$ cat src/rtl/psp_pkg.sv
package psp_pkg;
  // Strobes from the decision logic to the table and queue
  typedef struct packed {
    logic touch;      // update a slot's last miss and recency
    logic alloc;      // slot takes a new page
    logic activate;   // slot becomes trained
    logic dirDown;    // direction of the current prefetch
    logic push;       // candidate request present
    logic pushInstr;  // candidate targets the stream buffer
  } spStrobe_t;
endpackage

$ cat src/rtl/psp_ctrl.sv
module psp_ctrl #(
  parameter int N          = 8,
  parameter int PTAG_W     = 20,
  parameter int OFF_W      = 6,
  parameter int SLOT_W     = 3,
  parameter int TRAIN_BLKS = 4
) (
  input  logic                         missValid,
  input  logic                         missIsInstr,
  input  logic [PTAG_W-1:0]            missPage,
  input  logic [OFF_W-1:0]             missOff,
  input  logic [N-1:0]                 tblValid,
  input  logic [N-1:0]                 tblActive,
  input  logic [N-1:0]                 tblDown,
  input  logic [N-1:0][PTAG_W-1:0]     tblPage,
  input  logic [N-1:0][OFF_W-1:0]      tblOff,
  input  logic [N-1:0][SLOT_W-1:0]     tblRank,
  output psp_pkg::spStrobe_t           strb,
  output logic [SLOT_W-1:0]            slotSel,
  output logic [OFF_W-1:0]             tgtOff
);
  localparam int DW = OFF_W + 1;

  logic              anyHit, anyFree, hitActive, hitDown;
  logic [SLOT_W-1:0] hitIdx, freeIdx, lruIdx;
  logic [OFF_W-1:0]  hitOff;
  logic [DW-1:0]     diff, absDiff;
  logic              isNeg, isNear, want, goDown;

  always_comb begin
    anyHit = 1'b0; anyFree = 1'b0;
    hitIdx = '0; freeIdx = '0; lruIdx = '0;
    hitOff = '0; hitActive = 1'b0; hitDown = 1'b0;
    for (int i = N - 1; i >= 0; i--) begin
      if (tblValid[i] && tblPage[i] == missPage) begin
        anyHit    = 1'b1;
        hitIdx    = SLOT_W'(i);
        hitOff    = tblOff[i];
        hitActive = tblActive[i];
        hitDown   = tblDown[i];
      end
      if (!tblValid[i]) begin
        anyFree = 1'b1;
        freeIdx = SLOT_W'(i);
      end
      if (tblRank[i] == SLOT_W'(N - 1)) lruIdx = SLOT_W'(i);
    end
  end

  assign diff    = {1'b0, missOff} - {1'b0, hitOff};
  assign isNeg   = diff[DW-1];
  assign absDiff = isNeg ? (~diff + DW'(1)) : diff;
  assign isNear  = (diff != '0) && (absDiff < DW'(TRAIN_BLKS));

  always_comb begin
    strb    = '0;
    slotSel = hitIdx;
    tgtOff  = missOff;
    want    = 1'b0;
    goDown  = 1'b0;
    if (missValid) begin
      if (missIsInstr) begin
        want = 1'b1;
      end else if (anyHit) begin
        strb.touch = 1'b1;
        if (hitActive) begin
          want   = 1'b1;
          goDown = hitDown;
        end else if (isNear) begin
          strb.activate = 1'b1;
          want   = 1'b1;
          goDown = isNeg;
        end
      end else begin
        strb.touch = 1'b1;
        strb.alloc = 1'b1;
        slotSel    = anyFree ? freeIdx : lruIdx;
      end
    end
    strb.dirDown = goDown;
    if (want) begin
      if (goDown) begin
        if (missOff != '0) begin
          strb.push = 1'b1;
          tgtOff    = missOff - OFF_W'(1);
        end
      end else if (missOff != '1) begin
        strb.push = 1'b1;
        tgtOff    = missOff + OFF_W'(1);
      end
    end
    strb.pushInstr = strb.push & missIsInstr;
  end
endmodule

$ cat src/rtl/psp_datapath.sv
module psp_datapath #(
  parameter int N      = 8,
  parameter int PTAG_W = 20,
  parameter int OFF_W  = 6,
  parameter int SLOT_W = 3,
  parameter int ADDR_W = 32,
  parameter int DEPTH  = 4,
  parameter int CNT_W  = 3
) (
  input  logic                         clk,
  input  logic                         rstN,
  input  psp_pkg::spStrobe_t           strb,
  input  logic [SLOT_W-1:0]            slotSel,
  input  logic [PTAG_W-1:0]            missPage,
  input  logic [OFF_W-1:0]             missOff,
  input  logic [ADDR_W-1:0]            pushAddr,
  input  logic                         pfReady,
  output logic [N-1:0]                 tblValid,
  output logic [N-1:0]                 tblActive,
  output logic [N-1:0]                 tblDown,
  output logic [N-1:0][PTAG_W-1:0]     tblPage,
  output logic [N-1:0][OFF_W-1:0]      tblOff,
  output logic [N-1:0][SLOT_W-1:0]     tblRank,
  output logic                         pfValid,
  output logic [ADDR_W-1:0]            pfAddr,
  output logic                         pfToBuf
);
  // Stream table
  logic [SLOT_W-1:0] selRank;
  always_comb begin
    selRank = '0;
    for (int i = 0; i < N; i++)
      if (SLOT_W'(i) == slotSel) selRank = tblRank[i];
  end

  always_ff @(posedge clk) begin
    if (!rstN) begin
      tblValid  <= '0;
      tblActive <= '0;
      tblDown   <= '0;
      tblPage   <= '0;
      tblOff    <= '0;
      for (int i = 0; i < N; i++) tblRank[i] <= SLOT_W'(i);
    end else if (strb.touch) begin
      for (int i = 0; i < N; i++) begin
        if (SLOT_W'(i) == slotSel) begin
          tblRank[i] <= '0;
          tblOff[i]  <= missOff;
          if (strb.alloc) begin
            tblValid[i]  <= 1'b1;
            tblPage[i]   <= missPage;
            tblActive[i] <= 1'b0;
            tblDown[i]   <= 1'b0;
          end
          if (strb.activate) begin
            tblActive[i] <= 1'b1;
            tblDown[i]   <= strb.dirDown;
          end
        end else if (tblRank[i] < selRank) begin
          tblRank[i] <= tblRank[i] + SLOT_W'(1);
        end
      end
    end
  end

  // Request queue, head at entry 0
  logic [DEPTH-1:0][ADDR_W-1:0] qAddr, nAddr;
  logic [DEPTH-1:0]             qInstr, nInstr;
  logic [CNT_W-1:0]             qCount, nCount, wrIdx;
  logic                         isDup, doPop, doPush;

  always_comb begin
    isDup = 1'b0;
    for (int i = 0; i < DEPTH; i++)
      if (CNT_W'(i) < qCount && qAddr[i] == pushAddr) isDup = 1'b1;
  end

  assign doPop  = (qCount != '0) && pfReady;
  assign doPush = strb.push && !isDup && (qCount < CNT_W'(DEPTH));
  assign wrIdx  = qCount - (doPop ? CNT_W'(1) : CNT_W'(0));

  always_comb begin
    nAddr  = qAddr;
    nInstr = qInstr;
    if (doPop) begin
      for (int i = 0; i < DEPTH - 1; i++) begin
        nAddr[i]  = qAddr[i+1];
        nInstr[i] = qInstr[i+1];
      end
    end
    if (doPush) begin
      for (int i = 0; i < DEPTH; i++) begin
        if (CNT_W'(i) == wrIdx) begin
          nAddr[i]  = pushAddr;
          nInstr[i] = strb.pushInstr;
        end
      end
    end
    nCount = wrIdx + (doPush ? CNT_W'(1) : CNT_W'(0));
  end

  always_ff @(posedge clk) begin
    if (!rstN) begin
      qAddr  <= '0;
      qInstr <= '0;
      qCount <= '0;
    end else begin
      qAddr  <= nAddr;
      qInstr <= nInstr;
      qCount <= nCount;
    end
  end

  assign pfValid = (qCount != '0);
  assign pfAddr  = qAddr[0];
  assign pfToBuf = qInstr[0];
endmodule

$ cat src/rtl/page_stream_prefetcher.sv
module page_stream_prefetcher #(
  parameter int ADDR_W      = 32,
  parameter int BLOCK_BYTES = 64,
  parameter int PAGE_BYTES  = 4096,
  parameter int TRAIN_BYTES = 256,
  parameter int NUM_STREAMS = 8,
  parameter int QUEUE_DEPTH = 4
) (
  input  logic              clk,
  input  logic              rstN,
  input  logic              missValid,
  input  logic [ADDR_W-1:0] missAddr,
  input  logic              missIsInstr,
  input  logic              pfReady,
  output logic              pfValid,
  output logic [ADDR_W-1:0] pfAddr,
  output logic              pfToBuf
);
  localparam int BLK_W      = $clog2(BLOCK_BYTES);
  localparam int PAGE_W     = $clog2(PAGE_BYTES);
  localparam int OFF_W      = PAGE_W - BLK_W;
  localparam int PTAG_W     = ADDR_W - PAGE_W;
  localparam int SLOT_W     = $clog2(NUM_STREAMS);
  localparam int TRAIN_BLKS = TRAIN_BYTES / BLOCK_BYTES;
  localparam int CNT_W      = $clog2(QUEUE_DEPTH + 1);

  logic [PTAG_W-1:0]            missPage;
  logic [OFF_W-1:0]             missOff, tgtOff;
  logic [BLK_W-1:0]             unusedLowBits;
  logic [ADDR_W-1:0]            pushAddr;
  logic [SLOT_W-1:0]            slotSel;
  psp_pkg::spStrobe_t           strb;
  logic [NUM_STREAMS-1:0]              tblValid, tblActive, tblDown;
  logic [NUM_STREAMS-1:0][PTAG_W-1:0]  tblPage;
  logic [NUM_STREAMS-1:0][OFF_W-1:0]   tblOff;
  logic [NUM_STREAMS-1:0][SLOT_W-1:0]  tblRank;

  assign missPage      = missAddr[ADDR_W-1:PAGE_W];
  assign missOff       = missAddr[PAGE_W-1:BLK_W];
  assign unusedLowBits = missAddr[BLK_W-1:0];
  assign pushAddr      = {missPage, tgtOff, {BLK_W{1'b0}}};

  psp_ctrl #(
    .N(NUM_STREAMS), .PTAG_W(PTAG_W), .OFF_W(OFF_W),
    .SLOT_W(SLOT_W), .TRAIN_BLKS(TRAIN_BLKS)
  ) u_ctrl (
    .missValid(missValid), .missIsInstr(missIsInstr),
    .missPage(missPage), .missOff(missOff),
    .tblValid(tblValid), .tblActive(tblActive), .tblDown(tblDown),
    .tblPage(tblPage), .tblOff(tblOff), .tblRank(tblRank),
    .strb(strb), .slotSel(slotSel), .tgtOff(tgtOff)
  );

  psp_datapath #(
    .N(NUM_STREAMS), .PTAG_W(PTAG_W), .OFF_W(OFF_W), .SLOT_W(SLOT_W),
    .ADDR_W(ADDR_W), .DEPTH(QUEUE_DEPTH), .CNT_W(CNT_W)
  ) u_dp (
    .clk(clk), .rstN(rstN), .strb(strb), .slotSel(slotSel),
    .missPage(missPage), .missOff(missOff), .pushAddr(pushAddr),
    .pfReady(pfReady),
    .tblValid(tblValid), .tblActive(tblActive), .tblDown(tblDown),
    .tblPage(tblPage), .tblOff(tblOff), .tblRank(tblRank),
    .pfValid(pfValid), .pfAddr(pfAddr), .pfToBuf(pfToBuf)
  );
endmodule

$ cat config.mk
export PLATFORM = sky130hd
export DESIGN_NAME = page_stream_prefetcher
export DESIGN_NICKNAME = d
export VERILOG_FILES = /design/src/rtl/psp_pkg.sv /design/src/rtl/psp_ctrl.sv /design/src/rtl/psp_datapath.sv /design/src/rtl/page_stream_prefetcher.sv
export SDC_FILE = /design/constraint.sdc
export NUM_CORES = 1
export LEC_CHECK = 0
export ABC_AREA = 0
export CAP_MARGIN = 20
export CORE_MARGIN = 2
export CORE_UTILIZATION = 45
export DETAILED_ROUTE_END_ITERATION = 10
export PLACE_DENSITY = 0.62
export SYNTH_ARGS = -nofsm -noshare
export SYNTH_HDL_FRONTEND = slang
export SYNTH_HIERARCHICAL = 1
export SYNTH_SLANG_ARGS = --single-unit
$ cat constraint.sdc
create_clock -name clk -period 12.5 [get_ports clk]
set_clock_uncertainty 0.1 [all_clocks]
set_input_delay 2.5 -clock clk [delete_from_list [all_inputs] [get_ports clk]]
set_output_delay 2.5 -clock clk [all_outputs]
set_load 0.02 [all_outputs]
After elaboration in Yosys (flattened, before gate mapping)
Index checks and enable logic that the tools add are counted.
{ "totals": {"out_inout_bits": 34, "reg_bits": 385, "word_cells": 315} }
{ "classes": {"n_mux": 135, "bitwise": 2, "magnitude_cmp": 14, "n_addsub": 14, "eq_ne": 31, "n_reduce_logical": 64} }
{ "ops": {"columns": ["operator", "count"], "rows": [
  ["two-way mux 96 bit", 2],
  ["two-way mux 3 bit", 56],
  ["== test 20 bit", 8],
  ["== test 32 bit", 3],
  ["two-way mux 32 bit", 3],
  ["two-way mux 6 bit", 12],
  ["two-way mux 1 bit", 61],
  ["AND reduction 3 bit", 16],
  ["AND reduction 2 bit", 17],
  ["== test 26 bit", 1],
  ["adder 3 x 1 -> 3 bit (second input constant)", 8],
  ["== test 3 bit (second input constant)", 8],
  ["less-than comparator 3 bit", 8],
  ["nonzero test 2 bit", 9],
  ["logical AND 1 bit", 16],
  ["== test 2 x 3 -> 1 bit (first input constant)", 4],
  ["== test 3 bit (first input constant)", 4],
  ["adder 7 x 1 -> 7 bit (second input constant)", 1],
  ["less-than comparator 7 x 3 -> 1 bit (second input constant)", 1],
  ["two-way mux 7 bit", 1],
  ["inverter 7 bit", 1],
  ["nonzero test 7 bit", 1],
  ["subtractor 6 x 6 -> 7 bit", 1],
  ["adder 6 x 1 -> 6 bit (second input constant)", 1],
  ["13 further kinds", 17]
]} }

Longest topological paths before layout
Gate-level depths: netlist of the first run.
{ "depth": {"word_depth": 34, "mapped_depth": 37} }

Hierarchy
Netlist of the first run, hierarchy kept.
{ "modules_own_cells": {"columns": ["module", "n_inst", "cells_per_inst", "area_per_inst_um2"], "rows": [
  ["psp_datapath", 1, 2252, 17664.4],
  ["psp_ctrl", 1, 582, 4081.4],
  ["page_stream_prefetcher", 1, 1, 3.8]
]} }

Worst setup path before layout of the first run
OpenSTA, ideal clock, no wires.
{ "synth_timing": {"path_type": "input port to flip-flop", "from": "in missAddr[27]", "to": "reg u_dp.qCount[2]", "slack_ns": 2.587, "path_stages": 33, "arrival_ns": 9.686, "cell_sequence": "clkbuf_1 xnor2_1 nand3_1 nor4_2 nand2_1 nand3_1 a32oi_1 mux2_2 mux2_2 mux2_2 mux2i_1 ha_1 nor2b_1 o21a_1 o21a_1 o311ai_0 nor4_1 o21a_1 o311ai_1 buf_2 nor3_1 a221oi_1 xnor2_1 nand4_1 nor4_1 o2111ai_1 o41ai_4 nor3_1 ha_1 ha_1 xor2_1 xnor2_1 nor2_1"} }
{ "synth_via": {"elab_chain_cells": 34, "word_cells_on_any_way": 86} }
{ "synth_lines": {"columns": ["element", "line_no", "text"], "rows": [
  ["start, declared", "page_stream_prefetcher.sv:12", "input logic [ADDR_W-1:0] missAddr,"],
  ["== test 20 bit", "psp_ctrl.sv:35", "if (tblValid[i] && tblPage[i] == missPage) begin"],
  ["logical AND 1 bit", "psp_ctrl.sv:35", null],
  ["two-way mux 6 bit (8 in series)", "psp_ctrl.sv:35", null],
  ["subtractor 6 x 6 -> 7 bit", "psp_ctrl.sv:50", "assign diff = {1'b0, missOff} - {1'b0, hitOff};"],
  ["inverter 7 bit", "psp_ctrl.sv:52", "assign absDiff = isNeg ? (~diff + DW'(1)) : diff;"],
  ["adder 7 x 1 -> 7 bit", "psp_ctrl.sv:52", null],
  ["two-way mux 7 bit", "psp_ctrl.sv:52", null],
  ["less-than comparator 7 x 3 -> 1 bit", "psp_ctrl.sv:53", "assign isNear = (diff != '0) && (absDiff < DW'(TRAIN_BLKS));"],
  ["[8 not listed]", null, null],
  ["net tgtOff[3]", "page_stream_prefetcher.sv:28", "logic [OFF_W-1:0] missOff, tgtOff;"],
  ["== test 32 bit", "psp_datapath.sv:75", "if (CNT_W'(i) < qCount && qAddr[i] == pushAddr) isDup = 1'b1;"],
  ["logical AND 1 bit", "psp_datapath.sv:75", null],
  ["two-way mux 1 bit (3 in series)", "psp_datapath.sv:75", null],
  ["two-way mux 1 bit (*)", "psp_datapath.sv:75", null],
  ["logical NOT 1 bit (*)", "psp_datapath.sv:79", "assign doPush = strb.push && !isDup && (qCount < CNT_W'(DEPTH));"],
  ["logical AND 1 bit (*) (2 in series)", "psp_datapath.sv:79", null],
  ["two-way mux 1 bit (*)", "psp_datapath.sv:99", "nCount = wrIdx + (doPush ? CNT_W'(1) : CNT_W'(0));"],
  ["adder 3 bit (*)", "psp_datapath.sv:99", null],
  ["end signal, assigned", "psp_datapath.sv:110", "qCount <= nCount;"],
  ["end, declared", "psp_datapath.sv:69", "logic [CNT_W-1:0] qCount, nCount, wrIdx;"]
]} }
The timed path passes the listed nets; every way through them passes the cells marked *.
A chain may end at the register's enable or synchronous reset.

Final worst setup path of the first run
{ "layout_timing": {"from": "in missAddr[20]", "to": "reg u_dp/qAddr[45] (netlist name)"} }
{ "layout_via": {"elab_chain_cells": 33, "word_cells_on_any_way": 85} }
{ "layout_lines": {"columns": ["element", "line_no", "text"], "rows": [
  ["== test 20 bit", "psp_ctrl.sv:35", null],
  ["logical AND 1 bit", "psp_ctrl.sv:35", null],
  ["two-way mux 6 bit (8 in series)", "psp_ctrl.sv:35", null],
  ["subtractor 6 x 6 -> 7 bit", "psp_ctrl.sv:50", null],
  ["inverter 7 bit", "psp_ctrl.sv:52", null],
  ["adder 7 x 1 -> 7 bit", "psp_ctrl.sv:52", null],
  ["two-way mux 7 bit", "psp_ctrl.sv:52", null],
  ["less-than comparator 7 x 3 -> 1 bit", "psp_ctrl.sv:53", null],
  ["[8 not listed]", null, null],
  ["net tgtOff[2]", "page_stream_prefetcher.sv:28", null],
  ["== test 32 bit", "psp_datapath.sv:75", null],
  ["logical AND 1 bit", "psp_datapath.sv:75", null],
  ["two-way mux 1 bit (3 in series)", "psp_datapath.sv:75", null],
  ["two-way mux 1 bit (*)", "psp_datapath.sv:75", null],
  ["logical NOT 1 bit (*)", "psp_datapath.sv:79", null],
  ["logical AND 1 bit (*) (2 in series)", "psp_datapath.sv:79", null],
  ["two-way mux 96 bit (*)", "psp_datapath.sv:91", "if (doPush) begin"],
  ["end signal, assigned", "psp_datapath.sv:108", "qAddr <= nAddr;"],
  ["end, declared", "psp_datapath.sv:67", "logic [DEPTH-1:0][ADDR_W-1:0] qAddr, nAddr;"]
]} }
Marks and branches as above.

==> flow_metrics.py, run 1 <==
metrics = {
    "run_status": {
        "outcome": "finished, final reports clean",
    },
    "worst_hold_path": {
        "min_path_cells": 2,
        "holdCritPathClass": "flop to flop",
    },
    "synthesis": {
        "ys_types": 96,
        "yosysWarnings": 6,
        "syn-cell-area_sq_um": 21700,
        "synth_top_area_share": 0.360,
        "synth-edff-count": 0,
        "synthTopCellsByArea": "dfxtp_1 36%, nand2_1 17%, xnor2_1 7.6%",
        "synth-async-reset-ratio": 0,
        "ys_dominant_reg_cell": "dfxtp_1",
        "yosysSeqAreaShare": 0.360,
        "syn_inst": 2835,
        "synth_top_cell_by_area": "dfxtp_1",
        "synth_seq_cells": 391,
        "syn_avg_cell_area_sq_um": 7.67,
    },
    "route": {
        "drtIter0Drc": 2019,
        "drt_wl_total_microns": 64900,
        "num_vias": 19500,
        "final_antenna_net_count": 0,
        "drcViolationCount": 0,
        "firstDrtPassIters": 7,
        "vias_per_cell": 5.62,
        "post_drt_wl_per_cell_microns": 18.7,
    },
    "place": {
        "dp_worst_setup_slack_ns": 0.732,
        "place_area_sq_um": 22600,
        "gp_congestion": 0.917,
        "place.detailed.hpwl_microns": 44400,
        "io_buffers": 64,
    },
    "sta": {
        "rsz0062_at_grt": "false",
        "worst_pin_slew_ns": 1.11,
        "fin_crit_ns": 11.32,
        "finalWorstSetupSlack_ns": 1.18,
        "relSlewSlack": 0.260,
        "finalSetupViolations": 0,
        "finalHoldViolations": 0,
        "report.final.slew_viol_count": 0,
        "whs_ns": 0.353,
        "post-route-period-util": 0.905,
        "setup_tns_ns": 0,
        "max_freq_mhz": 88.4,
    },
    "worst_setup_path": {
        "worstPathArrival_ns": 11.72,
        "crit_path_top_delay_cell": "clkdlybuf4s50_1",
        "worstSetupPathType": "primary input to flop",
        "r2r_cells": 31,
        "path_common_cell": "buf_4",
        "path_max_fanout": 25,
        "cp-start-kind": "primary input",
        "worstSetupEndpointType": "flop",
        "critPathMaxStageDelay_ns": 0.94,
        "required_ns": 12.91,
    },
    "cells_and_area": {
        "fin_area_sq_um": 24000,
        "drive_above_1_share": 0.0652,
        "fillers": 4593,
        "final_common_cell": "nand2_1",
        "final_nets": 2886,
        "area_delta_synth_final_pct": 10.4,
        "layout_common_cells": "967 x nand2_1, 391 x dfxtp_1, 246 x a21oi_1",
    },
    "run": {
        "drv_cap": 0,
    },
    "global_route": {
        "grt_max_degree": 140,
        "grt_pass1_vias": 18000,
        "grtUsageTotal": 0.254,
        "grt.overflow.total": 0,
        "grt_pass1_wl_microns": 101000,
        "antenna_found_initial": 1,
    },
    "die": {
        "rows": 80,
        "die_area_sq_um": 50100,
        "boundaryPins": 71,
        "die_h_microns": 224,
        "die_w_microns": 224,
        "core-area_sq_um": 47700,
        "start_util": 0.456,
    },
    "clocking": {
        "cts_hold_buf": 0,
        "cts_buffers": 44,
        "cts.sinks": 391,
        "htree_levels": 2,
        "worstSkewPairLatency_ns": 0.58,
        "cts_tree": "built",
        "ctsResizeCount": 0,
        "postCtsSetupBuffers": 0,
        "clockBufferDepth": 3,
        "path_clk_slew_ns": 0.06,
        "cts_root_buf": "clkbuf_16",
    },
    "pwr": {
        "p_int_mw": 2.18,
        "power_frac_seq": 0.421,
        "switching_share": 0.303,
        "power.leakage_nw": 8.94,
        "p_comb_frac": 0.178,
        "switchingPower_mw": 0.948,
        "ir_drop_v": 0.000131,
        "pwr_density_cell_nw_per_um2": 130,
        "power.share.clock": 0.401,
    },
}
## layer usage
metal / track usage / up-vias / wire length (microns)
met5: 0 / - / 0
met4: 0.0925 / 0 / 2270
met1: 0.364 / 9317 / 30000
met3: 0.0363 / 116 / 4220
li1: - / 9411 / -
met2: 0.388 / 654 / 28400
## flip-flops by register name (all words and copies together) (netlist names)
| name | cells |
|---|---|
| u_dp/pfAddr | 32 |
| u_dp/qAddr | 96 |
| u_dp/qCount | 3 |
| u_dp/qInstr | 4 |
| u_dp/tblActive | 8 |
| u_dp/tblDown | 8 |
| u_dp/tblOff | 48 |
| u_dp/tblPage | 160 |
| u_dp/tblRank | 24 |
| u_dp/tblValid | 8 |
## power groups by stage
stage          clock (mW)  sequential (mW)  combinational (mW)
4_1_cts              1.28             1.31               0.538
3_5_place_dp            0             1.34               0.535
6_report             1.26             1.32               0.556
3_3_place_gp            0             1.34               0.534
5_1_grt              1.33             1.32               0.595
2_1_floorplan           0             1.33               0.397
## per-stage QoR
step / power (mW) / util / cells
detailed placement: 1.88 / 0.474 / 3387
floorplan: 1.73 / - / 2858
global route: 3.24 / 0.503 / 3470
CTS: 3.13 / 0.502 / 3468
global placement: 1.87 / 0.474 / 3387
finish: 3.13 / 0.503 / 3470
## cell type report
cell class | instances | area (sq um) | area share
inverters | 39 | 151 | 0.00630
diodes | 1 | 2.50 | 0.000104
flip-flops and latches | 391 | 7830 | 0.326
clock inverters | 10 | 57.6 | 0.00240
multi-input cells | 2208 | 12700 | 0.528
well taps | 615 | 769 | 0.0320
clock buffers | 71 | 1310 | 0.0547
repair buffers | 135 | 1220 | 0.0508
## Yosys cell counts (all sizes together), types with 5 or more instances
library cell  count
nor2b            10
dfxtp           391
a22oi            10
buf              95
or4              12
a21oi           246
nand4            66
o21a             14
a31oi            11
inv              38
nor3             28
mux2i           148
and3             15
o21ai            36
or2               7
or3               8
nand2b           13
clkbuf          125
ha               29
and2             15
xnor2           188
and4              6
o221ai            5
nor2             72
or4b              5
o211ai            7
xor2             78
a211oi            7
a32oi             6
mux2             13
nor4             37
nand2           968
nand3            54
o311ai            7
## cell families (layout without fill, tap and decap cells)
group,after synthesis,after routing,share of synthesized area
flops,391,391,0.360
simple gates,1328,1328,0.264
buf+inv,259,255,0.0620
mux,162,162,0.0766
xor+xnor,266,266,0.107
compound gates,398,398,0.112
other cells,1,25,0.000172
fa+ha+maj,30,30,0.0176
## path summary, 6_finish.rpt
path	from	end	slack [ns]
max	missAddr[20]	u_dp/qAddr[45]$_SDFF_PN0_	1.18
min	u_dp/tblOff[35]$_SDFFE_PN0P_	u_dp/tblOff[35]$_SDFFE_PN0P_	0.35
max reg2reg	u_dp/tblPage[92]$_SDFFE_PN0P_	u_dp/qAddr[45]$_SDFF_PN0_	3.95
min reg2reg	u_dp/tblOff[35]$_SDFFE_PN0P_	u_dp/tblOff[35]$_SDFFE_PN0P_	0.35
## worst max-delay path, delay by kind of cell
kind                       cells  cell delay [ns]
xor gates and xnor gates       2             0.33
buffers and inverters          7             2.67
AOI/OAI and AO/OA              9             2.00
and+or+nand+nor               11             3.20
adders and majority gates      2             0.45
muxes                          2             0.52
(Power assumes the default switching activity.)
==> run 2, diff against run 1 <==
--- a/config.mk
+++ b/config.mk
@@ -11,6 +11,7 @@
 export CORE_UTILIZATION = 45
 export DETAILED_ROUTE_END_ITERATION = 10
 export PLACE_DENSITY = 0.62
+export RECOVER_POWER = 25
 export SYNTH_ARGS = -nofsm -noshare
 export SYNTH_HDL_FRONTEND = slang
 export SYNTH_HIERARCHICAL = 1
==> flow_metrics.py, run 2 (synthesis results as in run 1) <==
metrics = {
    "global_route": {
        "grt_max_degree": 140,
        "antenna_found_initial": 1,
        "grt_pass1_wl_microns": 101000,
        "grt_pass1_vias": 18000,
        "grtUsageTotal": 0.254,
        "grt.overflow.total": 0,
    },
    "sta": {
        "rsz0062_at_grt": "false",
        "report.final.slew_viol_count": 0,
        "worst_pin_slew_ns": 1.10,
        "setup_tns_ns": 0,
        "post-route-period-util": 0.910,
        "fin_crit_ns": 11.38,
        "finalHoldViolations": 0,
        "finalSetupViolations": 0,
        "max_freq_mhz": 87.9,
        "relSlewSlack": 0.265,
    },
    "route": {
        "vias_per_cell": 5.64,
        "drt_wl_total_microns": 64800,
        "firstDrtPassIters": 6,
        "drcViolationCount": 0,
        "drtIter0Drc": 2020,
        "final_antenna_net_count": 0,
        "num_vias": 19600,
        "post_drt_wl_per_cell_microns": 18.7,
    },
    "run": {
        "drv_cap": 0,
    },
    "worst_setup_path": {
        "worstSetupEndpointType": "flop",
        "path_common_cell": "buf_4",
        "r2r_start": "u_dp/tblPage[67]$_SDFFE_PN0P_",
        "crit_path_top_delay_cell": "dlygate4sd3_1",
        "reg2reg_to": "u_dp/pfAddr[17]$_SDFF_PN0_",
        "worstPathArrival_ns": 11.79,
        "worstSetupPathType": "primary input to flop",
        "path_max_fanout": 17,
        "required_ns": 12.91,
        "crit_path_start": "missAddr[20]",
        "critical_path.endpoint": "u_dp/pfAddr[17]$_SDFF_PN0_",
        "ff2ff_setup_slack_ns": 3.94,
        "r2r_cells": 29,
        "cp-start-kind": "primary input",
        "critPathMaxStageDelay_ns": 1.19,
    },
    "cells_and_area": {
        "final_common_cell": "nand2_1",
        "top_register": "u_dp/tblPage",
        "utilization": 0.503,
        "layout_common_cells": "967 x nand2_1, 391 x dfxtp_1, 246 x a21oi_1",
        "area_delta_synth_final_pct": 10.3,
        "final_nets": 2886,
        "top_regs": "u_dp/tblPage: 160 flops, u_dp/qAddr: 96 flops, u_dp/tblOff: 48 flops",
        "largest_register_ffs": 160,
        "drive_above_1_share": 0.0638,
    },
    "clocking": {
        "ctsResizeCount": 0,
        "cts.sinks": 391,
        "path_clk_slew_ns": 0.06,
        "postCtsSetupBuffers": 0,
        "htree_levels": 2,
        "cts_tree": "built",
        "cts_root_buf": "clkbuf_16",
        "cts_buffers": 44,
        "worstSkewPairLatency_ns": 0.58,
        "clockBufferDepth": 3,
        "cts_hold_buf": 0,
    },
    "pwr": {
        "switching_share": 0.304,
        "ir_drop_v": 0.000131,
        "switchingPower_mw": 0.948,
        "p_int_mw": 2.17,
        "pwr_density_cell_nw_per_um2": 130,
        "p_comb_frac": 0.176,
        "power.leakage_nw": 9.04,
        "power_frac_seq": 0.421,
        "power.share.clock": 0.403,
    },
    "die": {
        "core-area_sq_um": 47700,
        "boundaryPins": 71,
        "die_area_sq_um": 50100,
        "die_w_microns": 224,
        "die_h_microns": 224,
        "start_util": 0.456,
        "rows": 80,
    },
    "run_status": {
        "outcome": "finished, final reports clean",
    },
    "place": {
        "place.detailed.hpwl_microns": 44400,
        "gp_congestion": 0.917,
        "io_buffers": 64,
    },
    "worst_hold_path": {
        "holdCritPathClass": "flop to flop",
        "hold_start": "u_dp/tblOff[35]$_SDFFE_PN0P_",
    },
}
[run 2: cell count changes in the layout (fill, tap and decap cells not counted), sizes merged]
| cell | before | now |
|---|---|---|
| clkbuf | 71 | 75 |
| dlygate4sd3 | 0 | 35 |
| clkdlybuf4s50 | 63 | 28 |
| buf | 72 | 68 |
[run 2: layout make-up]
| cell class | count | area [sq um] |
|---|---|---|
| inverters | 39 | 151 |
| diodes | 1 | 2.50 |
| fillers | 4597 | 23700 |
| clock buffers | 71 | 1310 |
| multi-input cells | 2208 | 12700 |
| well taps | 615 | 769 |
| clock inverters | 10 | 57.6 |
| flip-flops and latches | 391 | 7830 |
| repair buffers | 135 | 1200 |
[run 2: how the worst min path moves through the flow]
| stage | endpoint | slack (ns) | cells past startpoint |
|---|---|---|---|
| floorplan | u_dp/tblOff[31]$_SDFFE_PN0P_ | 0.33 | 2 |
| global placement | u_dp/tblOff[11]$_SDFFE_PN0P_ | 0.34 | 2 |
| detailed placement | u_dp/tblOff[33]$_SDFFE_PN0P_ | 0.35 | 2 |
| CTS | u_dp/tblOff[33]$_SDFFE_PN0P_ | 0.35 | 2 |
| global route | u_dp/tblOff[33]$_SDFFE_PN0P_ | 0.37 | 2 |
| finish | u_dp/tblOff[35]$_SDFFE_PN0P_ | 0.35 | 2 |
[run 2: stage by stage]
step | instances | instance area [sq um] | setup WS, ns | hold WS [ns] | power [mW]
after detailed placement | 3387 | 22600 | 0.732 | 0.345 | 1.88
after CTS | 3468 | 24000 | 1.29 | 0.353 | 3.13
after global placement | 3387 | 22600 | 0.761 | 0.340 | 1.87
after global routing | 3470 | 24000 | 0.696 | 0.365 | 3.24
final | 3470 | 24000 | 1.12 | 0.353 | 3.12
after floorplan | 2858 | 21800 | 2.59 | 0.333 | 1.73
[run 2: critical path, delay by kind of cell]
kind | cells | cell delay, ns
compound gates | 9 | 2.44
xor+xnor | 2 | 0.33
fa+ha+maj | 1 | 0.25
buf+inv | 6 | 2.47
mux | 2 | 0.53
simple gates | 10 | 3.20
[run 2: metal layers]
metal  routed length, microns  GRT usage  vias to the layer above
met5                        0          0                        -
met4                     2230     0.0925                        0
met3                     4320     0.0363                      111
met2                    28300      0.388                      655
met1                    30000      0.364                     9366
li1                         -          -                     9425
[run 2: power groups by stage]
| stage | clock network, mW | logic, mW | registers, mW |
|---|---|---|---|
| after floorplan | 0 | 0.397 | 1.33 |
| after global placement | 0 | 0.534 | 1.34 |
| after detailed placement | 0 | 0.535 | 1.34 |
| after CTS | 1.28 | 0.538 | 1.31 |
| after global routing | 1.33 | 0.589 | 1.32 |
| final | 1.26 | 0.549 | 1.31 |
